--- config.mk ---
export PLATFORM = sky130hd
export DESIGN_NAME = wdt_guard
export DESIGN_NICKNAME = d
export VERILOG_FILES = /design/src/rtl/wdt_pkg.sv /design/src/rtl/wdt_prescaler.sv /design/src/rtl/wdt_counter.sv /design/src/rtl/wdt_unlock.sv /design/src/rtl/wdt_guard.sv
export SDC_FILE = /design/constraint.sdc
export NUM_CORES = 1
export LEC_CHECK = 0
export CORE_AREA = 2 2 104 106
export CTS_CLUSTER_SIZE = 30
export DETAILED_ROUTE_END_ITERATION = 16
export DIE_AREA = 0 0 106 108
export HOLD_SLACK_MARGIN = 0.03
export PLACE_DENSITY_LB_ADDON = 0.05
export SLEW_MARGIN = 20
export SYNTH_ARGS = -nofsm -noshare
export SYNTH_HDL_FRONTEND = slang
export SYNTH_HIERARCHICAL = 1
export SYNTH_SLANG_ARGS = --single-unit
export TNS_END_PERCENT = 5
--- constraint.sdc ---
create_clock -name clk -period 7.8 [get_ports clk]
set_clock_uncertainty 0.15 [all_clocks]
set_input_delay 1.56 -clock clk [delete_from_list [all_inputs] [get_ports clk]]
set_output_delay 1.56 -clock clk [all_outputs]
set_load 0.02 [all_outputs]
--- src/rtl/wdt_pkg.sv ---
package wdt_pkg;
  localparam int DW = 32;

  localparam logic [7:0] OFS_LOAD  = 8'h20;
  localparam logic [7:0] OFS_COUNT = 8'h24;
  localparam logic [7:0] OFS_CTRL  = 8'h28;
  localparam logic [7:0] OFS_EVT   = 8'h2C;
  localparam logic [7:0] OFS_RSENT = 8'h30;
  localparam logic [7:0] OFS_UNLK  = 8'h34;

  localparam logic [DW-1:0] UNLK_KEY_A = 32'h1234_5678;
  localparam logic [DW-1:0] UNLK_KEY_B = 32'h8765_4321;

  localparam int B_EN   = 0;
  localparam int B_RLD  = 1;
  localparam int B_IE   = 2;
  localparam int B_WD   = 3;
  localparam int B_DIV  = 8;

  typedef enum logic {ULK_IDLE, ULK_ARMED} ulk_state_t;
endpackage

--- src/rtl/wdt_prescaler.sv ---
module wdt_prescaler #(
  parameter int PRE_W = 8
) (
  input  logic             clk,
  input  logic             rst,
  input  logic             en,
  input  logic             restart,
  input  logic [PRE_W-1:0] div,
  output logic             tick
);
  logic [PRE_W-1:0] pcnt;

  assign tick = en && (pcnt == div);

  always_ff @(posedge clk) begin
    if (rst || !en || restart) pcnt <= '0;
    else if (pcnt == div)      pcnt <= '0;
    else                       pcnt <= pcnt + 1'b1;
  end

  // with a divider above zero, ticks never come back to back
  a_r3_tick_spacing: assert property (@(posedge clk) disable iff (rst)
    (tick && div != '0 && !restart) |=> (!tick || div == '0));
endmodule

--- src/rtl/wdt_counter.sv ---
module wdt_counter #(
  parameter int W = 32
) (
  input  logic         clk,
  input  logic         rst,
  input  logic         load_we,
  input  logic [W-1:0] load_val,
  input  logic [W-1:0] reload_val,
  input  logic         reload_en,
  input  logic         tick,
  output logic [W-1:0] cnt,
  output logic         hit
);
  localparam logic [W-1:0] ONE = W'(1);

  assign hit = tick && !load_we && (cnt == ONE);

  always_ff @(posedge clk) begin
    if (rst)          cnt <= '0;
    else if (load_we) cnt <= load_val;
    else if (tick) begin
      if (cnt == '0) begin
        if (reload_en) cnt <= reload_val;
      end else begin
        cnt <= cnt - ONE;
      end
    end
  end

  // count moves only on a step or a load
  a_r3_hold: assert property (@(posedge clk) disable iff (rst)
    (!tick && !load_we) |=> $stable(cnt));
  // an event leaves the counter at zero
  a_r4_hit_zero: assert property (@(posedge clk) disable iff (rst)
    hit |=> (cnt == '0));
endmodule

--- src/rtl/wdt_unlock.sv ---
module wdt_unlock
  import wdt_pkg::*;
#(
  parameter int ADDR_W = 8
) (
  input  logic              clk,
  input  logic              rst,
  input  logic              wr,
  input  logic [ADDR_W-1:0] addr,
  input  logic [DW-1:0]     wdata,
  output logic              clr_wd
);
  ulk_state_t st;
  logic       at_unlk;

  assign at_unlk = (addr == ADDR_W'(OFS_UNLK));
  assign clr_wd  = (st == ULK_ARMED) && wr && at_unlk && (wdata == UNLK_KEY_B);

  always_ff @(posedge clk) begin
    if (rst) st <= ULK_IDLE;
    else if (wr) begin
      if (st == ULK_IDLE && at_unlk && wdata == UNLK_KEY_A) st <= ULK_ARMED;
      else                                                  st <= ULK_IDLE;
    end
  end

  // every write while armed ends the armed state
  a_r10_abort: assert property (@(posedge clk) disable iff (rst)
    (st == ULK_ARMED && wr) |=> (st == ULK_IDLE));
  // a clear only follows an accepted first key
  a_r9_armed_first: assert property (@(posedge clk) disable iff (rst)
    clr_wd |-> ($past(wr) && $past(at_unlk) && $past(wdata) == UNLK_KEY_A));
endmodule

--- src/rtl/wdt_guard.sv ---
module wdt_guard
  import wdt_pkg::*;
#(
  parameter int ADDR_W = 8,
  parameter int PRE_W  = 8
) (
  input  logic              clk,
  input  logic              rst,
  input  logic              bus_wr,
  input  logic [ADDR_W-1:0] bus_addr,
  input  logic [DW-1:0]     bus_wdata,
  output logic [DW-1:0]     bus_rdata,
  output logic              irq,
  output logic              rst_req
);
  localparam int CTRL_PAD = DW - B_DIV - PRE_W;

  logic [DW-1:0]    load_q;
  logic [DW-1:0]    cnt;
  logic             en_q, rld_q, ie_q, wd_q;
  logic [PRE_W-1:0] div_q;
  logic             evt_q, rsent_q;
  logic             tick, hit, clr_wd;
  logic             we_load, we_ctrl, we_evt, we_rsent;
  logic [DW-1:0]    rd_mux;

  assign we_load  = bus_wr && (bus_addr == ADDR_W'(OFS_LOAD));
  assign we_ctrl  = bus_wr && (bus_addr == ADDR_W'(OFS_CTRL));
  assign we_evt   = bus_wr && (bus_addr == ADDR_W'(OFS_EVT));
  assign we_rsent = bus_wr && (bus_addr == ADDR_W'(OFS_RSENT));

  wdt_prescaler #(.PRE_W(PRE_W)) u_pre (
    .clk(clk), .rst(rst), .en(en_q), .restart(we_load), .div(div_q), .tick(tick)
  );

  wdt_counter #(.W(DW)) u_cnt (
    .clk(clk), .rst(rst), .load_we(we_load), .load_val(bus_wdata),
    .reload_val(load_q), .reload_en(rld_q), .tick(tick), .cnt(cnt), .hit(hit)
  );

  wdt_unlock #(.ADDR_W(ADDR_W)) u_ulk (
    .clk(clk), .rst(rst), .wr(bus_wr), .addr(bus_addr), .wdata(bus_wdata),
    .clr_wd(clr_wd)
  );

  always_ff @(posedge clk) begin
    if (rst) begin
      load_q <= '0;
      en_q   <= 1'b0;
      rld_q  <= 1'b0;
      ie_q   <= 1'b0;
      div_q  <= '0;
    end else begin
      if (we_load) load_q <= bus_wdata;
      if (we_ctrl) begin
        en_q  <= bus_wdata[B_EN];
        rld_q <= bus_wdata[B_RLD];
        ie_q  <= bus_wdata[B_IE];
        div_q <= bus_wdata[B_DIV +: PRE_W];
      end
    end
  end

  always_ff @(posedge clk) begin
    if (rst)                         wd_q <= 1'b0;
    else if (we_ctrl && bus_wdata[B_WD]) wd_q <= 1'b1;
    else if (clr_wd)                 wd_q <= 1'b0;
  end

  always_ff @(posedge clk) begin
    if (rst) begin
      evt_q   <= 1'b0;
      rsent_q <= 1'b0;
      rst_req <= 1'b0;
      irq     <= 1'b0;
    end else begin
      if (hit && !wd_q)                evt_q <= 1'b1;
      else if (we_evt && bus_wdata[0]) evt_q <= 1'b0;
      if (hit && wd_q)                   rsent_q <= 1'b1;
      else if (we_rsent && bus_wdata[0]) rsent_q <= 1'b0;
      rst_req <= hit && wd_q;
      irq     <= evt_q && ie_q;
    end
  end

  always_comb begin
    rd_mux = '0;
    if (bus_addr == ADDR_W'(OFS_LOAD))       rd_mux = load_q;
    else if (bus_addr == ADDR_W'(OFS_COUNT)) rd_mux = cnt;
    else if (bus_addr == ADDR_W'(OFS_CTRL))
      rd_mux = {{CTRL_PAD{1'b0}}, div_q, 4'b0000, wd_q, ie_q, rld_q, en_q};
    else if (bus_addr == ADDR_W'(OFS_EVT))   rd_mux = {{(DW-1){1'b0}}, evt_q};
    else if (bus_addr == ADDR_W'(OFS_RSENT)) rd_mux = {{(DW-1){1'b0}}, rsent_q};
  end

  always_ff @(posedge clk) begin
    if (rst) bus_rdata <= '0;
    else     bus_rdata <= rd_mux;
  end

  // reset request is a single-cycle pulse
  a_r7_one_cycle: assert property (@(posedge clk) disable iff (rst)
    rst_req |=> !rst_req);
  // every reset request leaves the sent flag set
  a_r7_flag_set: assert property (@(posedge clk) disable iff (rst)
    rst_req |-> rsent_q);
  // watchdog mode only drops through the key sequence
  a_r6_wd_sticky: assert property (@(posedge clk) disable iff (rst)
    $fell(wd_q) |-> $past(clr_wd));
  // sent flag only drops on an explicit write of 1
  a_r8_rsent_sticky: assert property (@(posedge clk) disable iff (rst)
    $fell(rsent_q) |-> ($past(we_rsent) && $past(bus_wdata[0])));
endmodule

### After elaboration in Yosys (flattened, before gate mapping)

Index checks and enable logic that the tools add are counted.

* bitwise gates (word level): 1
* add/sub/neg operators: 2
* reductions and logical operators: 30
* equality and inequality tests: 11
* multiplexer cells: 16

Operators with widths (count)
* $mux 32: 6
* $eq 8x6->1 const B: 6
* $eq 32x1->1 const B: 1
* $eq 32x29->1 const B: 1
* $eq 32x32->1 const B: 1
* $logic_not 32->1: 1
* $sub 32x1->32 const B: 1
* $logic_and 1x1->1: 18
* $mux 16: 1
* $mux 1: 9
* $add 8x1->8 const B: 1
* $eq 8x8->1: 1
* $reduce_bool 2->1: 4
* $logic_not 1->1: 3
* $ne 3x2->1 const B: 1
* $logic_or 1x1->1: 2
* $reduce_and 2->1: 1
* $reduce_or 2->1: 1
* $not 1->1: 1

* register bits: 121
* output and inout port bits: 34

### Depth between registers and ports, before layout

Gate-level depths: netlist of run 1.

* depth in word-level cells: 7
* depth in mapped cells: 11

### Hierarchy

The synthesis of run 1 kept the hierarchy.

Modules (own cells, without submodules)
* wdt_guard: area an instance 3019.1 um^2, sequential area each 1601.5 um^2, cells an instance 321, times used 1
* wdt_counter: area an instance 2371.0 um^2, sequential area each 640.6 um^2, cells an instance 324, times used 1
* wdt_prescaler: area an instance 399.1 um^2, sequential area each 160.2 um^2, cells an instance 44, times used 1
* wdt_unlock: area an instance 220.2 um^2, sequential area each 20.0 um^2, cells an instance 24, times used 1

### Worst setup path after synthesis of run 1

No wires, ideal clock.

* kind: in2reg
* start: in bus_addr[4]
* end: reg u_cnt.cnt[21]
* stages on the path: 10
* library setup time: 0.070 ns
* data arrival time: 3.322 ns
* buffers on the path: 3
* required time: 7.580 ns
* setup slack: 4.259 ns
* path through: nor4b_4 > nand4_2 > inv_2 > buf_4 > clkbuf_1 > buf_1 > a21oi_1 > nor2_1 > o21ai_0 > a21oi_1

* word-level cells in the longest chain between the ends: 4

RTL lines
* from (decl): line wdt_guard.sv:10 `input logic [ADDR_W-1:0] bus_addr,`
* $eq 8x6->1 *: line wdt_guard.sv:27 `assign we_load = bus_wr && (bus_addr == ADDR_W'(OFS_LOAD));`
* $logic_and 1x1->1 *: line wdt_guard.sv:27
* net we_load: line wdt_guard.sv:24 `logic we_load, we_ctrl, we_evt, we_rsent;`
* $ne 3x2->1 (no source line) or $reduce_bool 2->1 (tied branches)
* $reduce_and 2->1 (no source line)
* to (signal assigned): line wdt_counter.sv:20 `else if (load_we) cnt <= load_val;`
* to (signal assigned): line wdt_counter.sv:23 `if (reload_en) cnt <= reload_val;`
* to (signal assigned): line wdt_counter.sv:25 `cnt <= cnt - ONE;`
* to (decl): line wdt_counter.sv:11 `output logic [W-1:0] cnt,`

Mark *: on every way through the listed nets, which the timed path passes. The rest lies on a longest branch.
A chain may end at the register's enable or synchronous reset.

### Worst setup path in the final report of run 1

* start: in bus_addr[3]
* end: reg rsent_q

* word-level cells in the longest chain between the ends: 7

RTL lines
* $eq 8x6->1 *: line wdt_guard.sv:27
* $logic_and 1x1->1 *: line wdt_guard.sv:27
* $logic_not 1->1 *: line wdt_counter.sv:16 `assign hit = tick && !load_we && (cnt == ONE);`
* $logic_and 1x1->1 * (2 in series): line wdt_counter.sv:16
* net hit: line wdt_guard.sv:23 `logic tick, hit, clr_wd;`
* $logic_and 1x1->1 *: line wdt_guard.sv:79 `if (hit && wd_q) rsent_q <= 1'b1;`
* $mux 1 or $reduce_bool 2->1 (tied branches)
* to (signal assigned): line wdt_guard.sv:73 `rsent_q <= 1'b0;`
* to (signal assigned): line wdt_guard.sv:79
* to (signal assigned): line wdt_guard.sv:80 `else if (we_rsent && bus_wdata[0]) rsent_q <= 1'b0;`
* to (decl): line wdt_guard.sv:22 `logic evt_q, rsent_q;`

Marked as above.

==> results.sh, run 1 <==
export IMPL_status="finished clean"
export IMPL_clk_latency_ps=530
export IMPL_core_area_um2=10230
export IMPL_ant_nets=0
export IMPL_cts_buffers=17
export IMPL_tightestPinTransition_ps=1131
export IMPL_fmax_ghz=0.1993
export IMPL_io_pins=77
export IMPL_gp_congestion=0.9580
export IMPL_regToRegSetupSlack_ps=4070
export IMPL_cp_start_kind="input port"
export IMPL_die_area_um2=11450
export IMPL_max_cap_viol_count=0
export IMPL_cts_tree="done"
export IMPL_cts_root_buf="clkbuf_8"
export IMPL_dr_pass1_iters=5
export IMPL_r2r_end="u_cnt/cnt[3]"
export IMPL_ys_types=69
export IMPL_async_flop_share_pct=0
export IMPL_syn_area_per_cell_um2=8.428
export IMPL_htree_levels=4
export IMPL_place_hpwl_um=12370
export IMPL_die_height_um=108
export IMPL_timing_final_ws_setup_ps=2783
export IMPL_syn_cell_area_um2=6010
export IMPL_fin_cells=918
export IMPL_end_kind="register"
export IMPL_viasPerCell=6.402
export IMPL_crit_required_ps=8120
export IMPL_grt_first_pass_wirelength_um=29100
export IMPL_grt_pass1_vias=5505
export IMPL_path_clk_slew_ps=50
export IMPL_diodes=0
export IMPL_drt_initial_drc_count=670
export IMPL_crit_end="rsent_q"
export IMPL_grt_ovfl_total=0
export IMPL_nNetsFinal=819
export IMPL_reg2reg_depth=8
export IMPL_hold_depth=2
export IMPL_crit_path_start="bus_addr[3]"
export IMPL_post_place_ws_ps=2351
export IMPL_critPathArrivalTime_ps=5340
export IMPL_post_cts_buffers=0
export IMPL_slew_headroom_pct=24.21
export IMPL_place_inst=890
export IMPL_track_usage_pct=32.69
export IMPL_hold_violations=0
export IMPL_grt_setup_unrepaired="false"
export IMPL_cts_buffer_depth=2
export IMPL_peakVddDrop_uv=197.0
export IMPL_synth_edf_count=0
export IMPL_crit_type="in2reg"
export IMPL_setup_tns_final_ps=0
export IMPL_min_period_ps=5017
export IMPL_cts_num_sinks=121
export IMPL_wl_um=18150
export IMPL_drv_slew=0
export IMPL_regToRegStartpoint="u_cnt/cnt[0]"
export IMPL_fp_dieW_um=106
export IMPL_ctsHoldBuffers=0
export IMPL_area_growth_syn_to_layout_pct=21.55
export IMPL_seq_area_frac_synth_pct=40.31
export IMPL_rows=37
export IMPL_setup_viol=0
export IMPL_start_util_pct=58.74
export IMPL_syn_nets=759
export IMPL_ys_warn_count=6
export IMPL_drc=0
export IMPL_p_leak_nw=2.739
export IMPL_dr_total_vias=5877
export IMPL_post_route_period_util_pct=64.33
export IMPL_antenna_found_initial=0
export IMPL_ys_flop_type="dfxtp_1"
export IMPL_worstPathMaxFanout=40
export IMPL_ys_ff_latch=121
export IMPL_cts_resized=0
export IMPL_synthCells=713
export IMPL_power_density_nw_per_um2=188.1
export IMPL_grt_max_degree=46
export IMPL_wl_per_cell_um=19.77
export IMPL_numPortBuffers=76
export IMPL_drive_gt1_share_pct=9.079
export IMPL_worst_hold_path_type="reg2reg"
-- cells in the final DEF (no fill, tap or decap), drive strengths merged, types with 6 or more instances in the layout --
master and instances:
nor4 19, nor3b 6, dfxtp 121, nor2 65, o211ai 10, nor3 15, buf 8, nand3 16
a211oi 7, a21oi 67, a22o 20, nand4 11, nor4b 7, a221oi 8, o21ai 20, clkbuf 24
a2111oi 12, mux2i 15, inv 24, nand2b 13, or3 7, nand2 101, xor2 13, or4 6
xnor2 16, clkdlybuf4s50 75, nor2b 15
-- kinds of logic (layout without fill, tap and decap cells) --
group | count (synthesis) | count (layout) | share of synthesized area (%)
xor gates and xnor gates | 29 | 29 | 4.226
adders and majority gates | 3 | 3 | 0.6247
and+or+nand+nor | 302 | 302 | 26.55
muxes | 16 | 16 | 2.686
AOI/OAI and AO/OA | 176 | 176 | 20.84
DFF | 121 | 121 | 40.31
buffers and inverters | 66 | 135 | 4.768
-- per-stage QoR --
stage	hold slack (ps)	util, %	area [µm²]	power, mW
after CTS	323.9	71.37	7302	1.375
after floorplan	286.6	-	6010	0.6667
after global routing	345.2	71.40	7305	1.412
final	322.3	71.40	7305	1.374
after global placement	302.8	66.48	6802	0.7081
after detailed placement	316.3	66.48	6802	0.7093
-- routing by layer --
layer	GRT usage, %	wire length, µm
met5	0	0
met4	13.53	454
met3	6.992	1988
met2	51.01	8318
met1	44.23	7385
-- flip-flops by register name, summed over array words and instances, names as in the netlist, 8 cells and up --
| signal | flops |
|---|---|
| load_q | 32 |
| u_cnt/cnt | 32 |
| div_q | 8 |
| u_pre/pcnt | 8 |
| bus_rdata | 32 |
-- synth_stat cells (3+ instances only) --
| cell type | count | share of area, % |
|---|---|---|
| dfxtp_1 | 121 | 40 |
| nand2_1 | 101 | 6.3 |
| a21oi_1 | 67 | 5.6 |
| nor2_1 | 63 | 3.9 |
| clkbuf_1 | 25 | 1.6 |
| inv_1 | 23 | 1.4 |
| a22o_1 | 20 | 2.9 |
| o21ai_0 | 20 | 1.7 |
| xnor2_1 | 16 | 2.3 |
| mux2i_1 | 15 | 2.5 |
| nand3_1 | 15 | 1.2 |
| nor2b_1 | 15 | 1.6 |
| nor3_1 | 15 | 1.2 |
| nor4_1 | 15 | 1.6 |
| nand2b_1 | 13 | 1.4 |
| xor2_1 | 13 | 1.9 |
| buf_2 | 10 | 0.83 |
| nand4_1 | 10 | 1.0 |
| a2111oi_2 | 9 | 2.2 |
| o211ai_1 | 9 | 1.1 |
| a221oi_1 | 8 | 1.2 |
| a211oi_1 | 7 | 0.87 |
| or3_1 | 7 | 0.73 |
| nor4b_1 | 6 | 0.87 |
| and3_1 | 5 | 0.52 |
| nor3b_1 | 5 | 0.62 |
| or4_1 | 5 | 0.62 |
| a221o_1 | 4 | 0.67 |
| o31ai_1 | 4 | 0.50 |
| a2111oi_0 | 3 | 0.44 |
| and4bb_2 | 3 | 0.62 |
| buf_4 | 3 | 0.37 |
| ha_1 | 3 | 0.62 |
| nand4b_1 | 3 | 0.44 |
| nor4_2 | 3 | 0.62 |
| nor4bb_1 | 3 | 0.50 |
| o221ai_1 | 3 | 0.44 |
| or2_2 | 3 | 0.31 |
-- final cells by class --
class	instances	area, µm²
flip-flops and latches	121	2422
multi-input cells	526	3313
well taps	136	170.2
clock buffers	24	480.5
repair buffers	83	808.3
fillers	817	2927
inverters	24	90.09
clock inverters	4	20.02
-- worst min path at each step --
stage	start	endpoint	slack, ps
finish	load_q[22]	load_q[22]	320
global route	load_q[20]	load_q[20]	350
CTS	load_q[22]	load_q[22]	320
detailed placement	load_q[20]	load_q[20]	320
global placement	u_pre/pcnt[0]	u_pre/pcnt[0]	300
floorplan	u_pre/pcnt[0]	u_pre/pcnt[0]	290
-- power breakdown --
part / internal (mW) / switching [mW] / total [mW]
clock network: 0.414 / 0.261 / 0.675
registers: 0.619 / 0.000881 / 0.620
logic: 0.0327 / 0.0461 / 0.0788
-- worst max-delay path, cell delays in order --
cell and delay, ps:
clkdlybuf4s50_1 1120, nor2_2 140, nand4_2 130, buf_4 360
inv_2 370, nor2_1 660, nand3_1 140, nor4_1 460
and3_1 270, a31o_2 110
(Power assumes the default switching activity.)
==> run 2, diff against run 1 <==
--- a/config.mk
+++ b/config.mk
@@ -5,10 +5,10 @@
 export SDC_FILE = /design/constraint.sdc
 export NUM_CORES = 1
 export LEC_CHECK = 0
-export CORE_AREA = 2 2 104 106
+export CORE_AREA = 2 2 107 109
 export CTS_CLUSTER_SIZE = 30
 export DETAILED_ROUTE_END_ITERATION = 16
-export DIE_AREA = 0 0 106 108
+export DIE_AREA = 0 0 109 111
 export HOLD_SLACK_MARGIN = 0.03
 export PLACE_DENSITY_LB_ADDON = 0.05
 export SLEW_MARGIN = 20
==> constraint.sdc (replaced) <==
create_clock -name clk -period 5.1 [get_ports clk]
set_clock_uncertainty 0.15 [all_clocks]
set_input_delay 1.02 -clock clk [delete_from_list [all_inputs] [get_ports clk]]
set_output_delay 1.02 -clock clk [all_outputs]
set_load 0.02 [all_outputs]
==> run 2 against run 1 <==
Net effect: sequential share of layout area is 0.78 points lower; global-route usage is 0.67 points lower; setup slack worse by 1500 ps; worst hold slack worse by 3.3 ps; first-iteration DRC count is 10% lower; combinational power is 56% higher.
==> results.sh, run 2 (synthesis results as in run 1) <==
export IMPL_status="finished clean"
export IMPL_grt_util_met3_pct=11.05
export IMPL_drv_slew=0
export IMPL_globalRouteMet1Util_pct=42.88
export IMPL_diodes=0
export IMPL_num_fill_cells=923
export IMPL_post_place_ws_ps=1301
export IMPL_critical_path_max_stage_delay_ps=850
export IMPL_tightestPinTransition_ps=1006
export IMPL_viasPerCell=6.259
export IMPL_fp_dieW_um=109
export IMPL_critPathArrivalTime_ps=3990
export IMPL_worst_hold_path_type="reg2reg"
export IMPL_postPlaceCellArea_um2=6848
export IMPL_cts_resized=0
export IMPL_die_area_um2=12100
export IMPL_grt_met2_usage_pct=47.04
export IMPL_grt_pass1_vias=5559
export IMPL_crit_top_cell="or3_1"
export IMPL_cp_start_kind="register"
export IMPL_slew_headroom_pct=32.55
export IMPL_hp_start="load_q[5]"
export IMPL_track_usage_pct=32.02
export IMPL_rows=39
export IMPL_reg_top3="bus_rdata: 32 flops, load_q: 32 flops, u_cnt/cnt: 32 flops"
export IMPL_post_route_period_util_pct=74.66
export IMPL_drt_initial_drc_count=601
export IMPL_power_density_nw_per_um2=314.5
export IMPL_hold_depth=2
export IMPL_cts_num_sinks=121
export IMPL_timing_final_ws_setup_ps=1292
export IMPL_cts_buffers=17
export IMPL_post_cts_buffers=0
export IMPL_cts_root_buf="clkbuf_16"
export IMPL_setup_tns_final_ps=0
export IMPL_path_cells="inv_1 > ha_1 > nor3b_1 > nand4_1 > or3_1 > and3_1 > or3_1 > a221oi_1"
export IMPL_grt_setup_unrepaired="false"
export IMPL_busiest_layer="met2"
export IMPL_crit_slowest_cell="or3_1"
export IMPL_area_growth_syn_to_layout_pct=24.46
export IMPL_fmax_ghz=0.2626
export IMPL_cts_buffer_depth=2
export IMPL_finalPower_mw=2.352
export IMPL_htree_levels=4
export IMPL_whs_ps=319.0
export IMPL_place_inst=902
export IMPL_path_clk_slew_ps=60
export IMPL_dr_pass1_iters=5
export IMPL_dr_total_vias=5846
export IMPL_clk_latency_ps=420
export IMPL_die_height_um=111
export IMPL_final_common_cell="dfxtp_1"
export IMPL_ant_nets=0
export IMPL_min_period_ps=3808
export IMPL_core_area_um2=11080
export IMPL_antenna_found_initial=0
export IMPL_wl_um=18500
export IMPL_worstPathMaxFanout=22
export IMPL_r2r_end="u_cnt/cnt[3]"
export IMPL_setup_viol=0
export IMPL_start_util_pct=54.25
export IMPL_drive_gt1_share_pct=9.987
export IMPL_gp_congestion=0.9182
export IMPL_postLayoutCellArea_um2=7480
export IMPL_regToRegSetupSlack_ps=1290
export IMPL_p_leak_nw=2.827
export IMPL_max_cap_viol_count=0
export IMPL_end_kind="register"
export IMPL_nNetsFinal=824
export IMPL_cts_tree="done"
export IMPL_grt_max_degree=43
export IMPL_ctsHoldBuffers=0
export IMPL_hold_violations=0
export IMPL_numPortBuffers=76
export IMPL_io_pins=77
export IMPL_utilization_pct=67.53
export IMPL_wl_per_cell_um=19.81
export IMPL_min_to="load_q[5]"
export IMPL_layout_common_cells="dfxtp_1 (121), nand2_1 (101), clkdlybuf4s50_1 (75)"
export IMPL_fin_cells=934
export IMPL_grt_ovfl_total=0
export IMPL_grt_first_pass_wirelength_um=29640
export IMPL_crit_type="reg2reg"
export IMPL_reg2reg_depth=8
export IMPL_peakVddDrop_uv=252.2
export IMPL_drc=0
export IMPL_crit_required_ps=5280
export IMPL_place_hpwl_um=12570
export IMPL_regToRegStartpoint="u_cnt/cnt[0]"
==> run 2: cell count changes in the layout (fill, tap and decap cells not counted), sizes merged <==
cell    previous run  this run
buf                8        13
bufinv             0         4
==> run 2: critical path, delay by kind of cell, from the launching register on <==
kind / cells / cell delay, ps
AOI/OAI and AO/OA: 1 / 230
adders and majority gates: 1 / 220
buffers and inverters: 1 / 100
DFF: 1 / 410
and+or+nand+nor: 5 / 2580
==> run 2: per-layer routing <==
layer	vias to the layer above	part of all wire, %
li1	2731	-
met1	2768	42
met3	34	9.9
met4	0	2.4
met5	-	0
met2	313	46
==> run 2: worst max path at each step <==
stage | startpoint | end | depth (start not counted)
floorplan | bus_addr[4] | u_cnt/cnt[21] | 10
global placement | bus_addr[4] | u_cnt/cnt[22] | 8
detailed placement | bus_addr[4] | u_cnt/cnt[30] | 9
CTS | u_cnt/cnt[0] | u_cnt/cnt[3] | 8
global route | u_cnt/cnt[0] | u_cnt/cnt[3] | 8
finish | u_cnt/cnt[0] | u_cnt/cnt[3] | 8
==> run 2: layout make-up <==
| class | count | area [µm²] | share of cell area, % |
|---|---|---|---|
| multi-input combinational | 526 | 3311 | 44.26 |
| sequential | 121 | 2422 | 32.39 |
| timing repair buffer | 88 | 845.8 | 11.31 |
| clock buffer | 24 | 491.7 | 6.574 |
| tap | 143 | 178.9 | 2.392 |
| clock inverter | 8 | 140.1 | 1.874 |
| inverter | 24 | 90.09 | 1.204 |
==> run 2: report_power, final <==
part,total (mW),switching (mW),internal (mW)
clock,1.28,0.416,0.865
sequential,0.949,0.00133,0.947
combinational,0.123,0.0722,0.0507
total,2.35,0.489,1.86
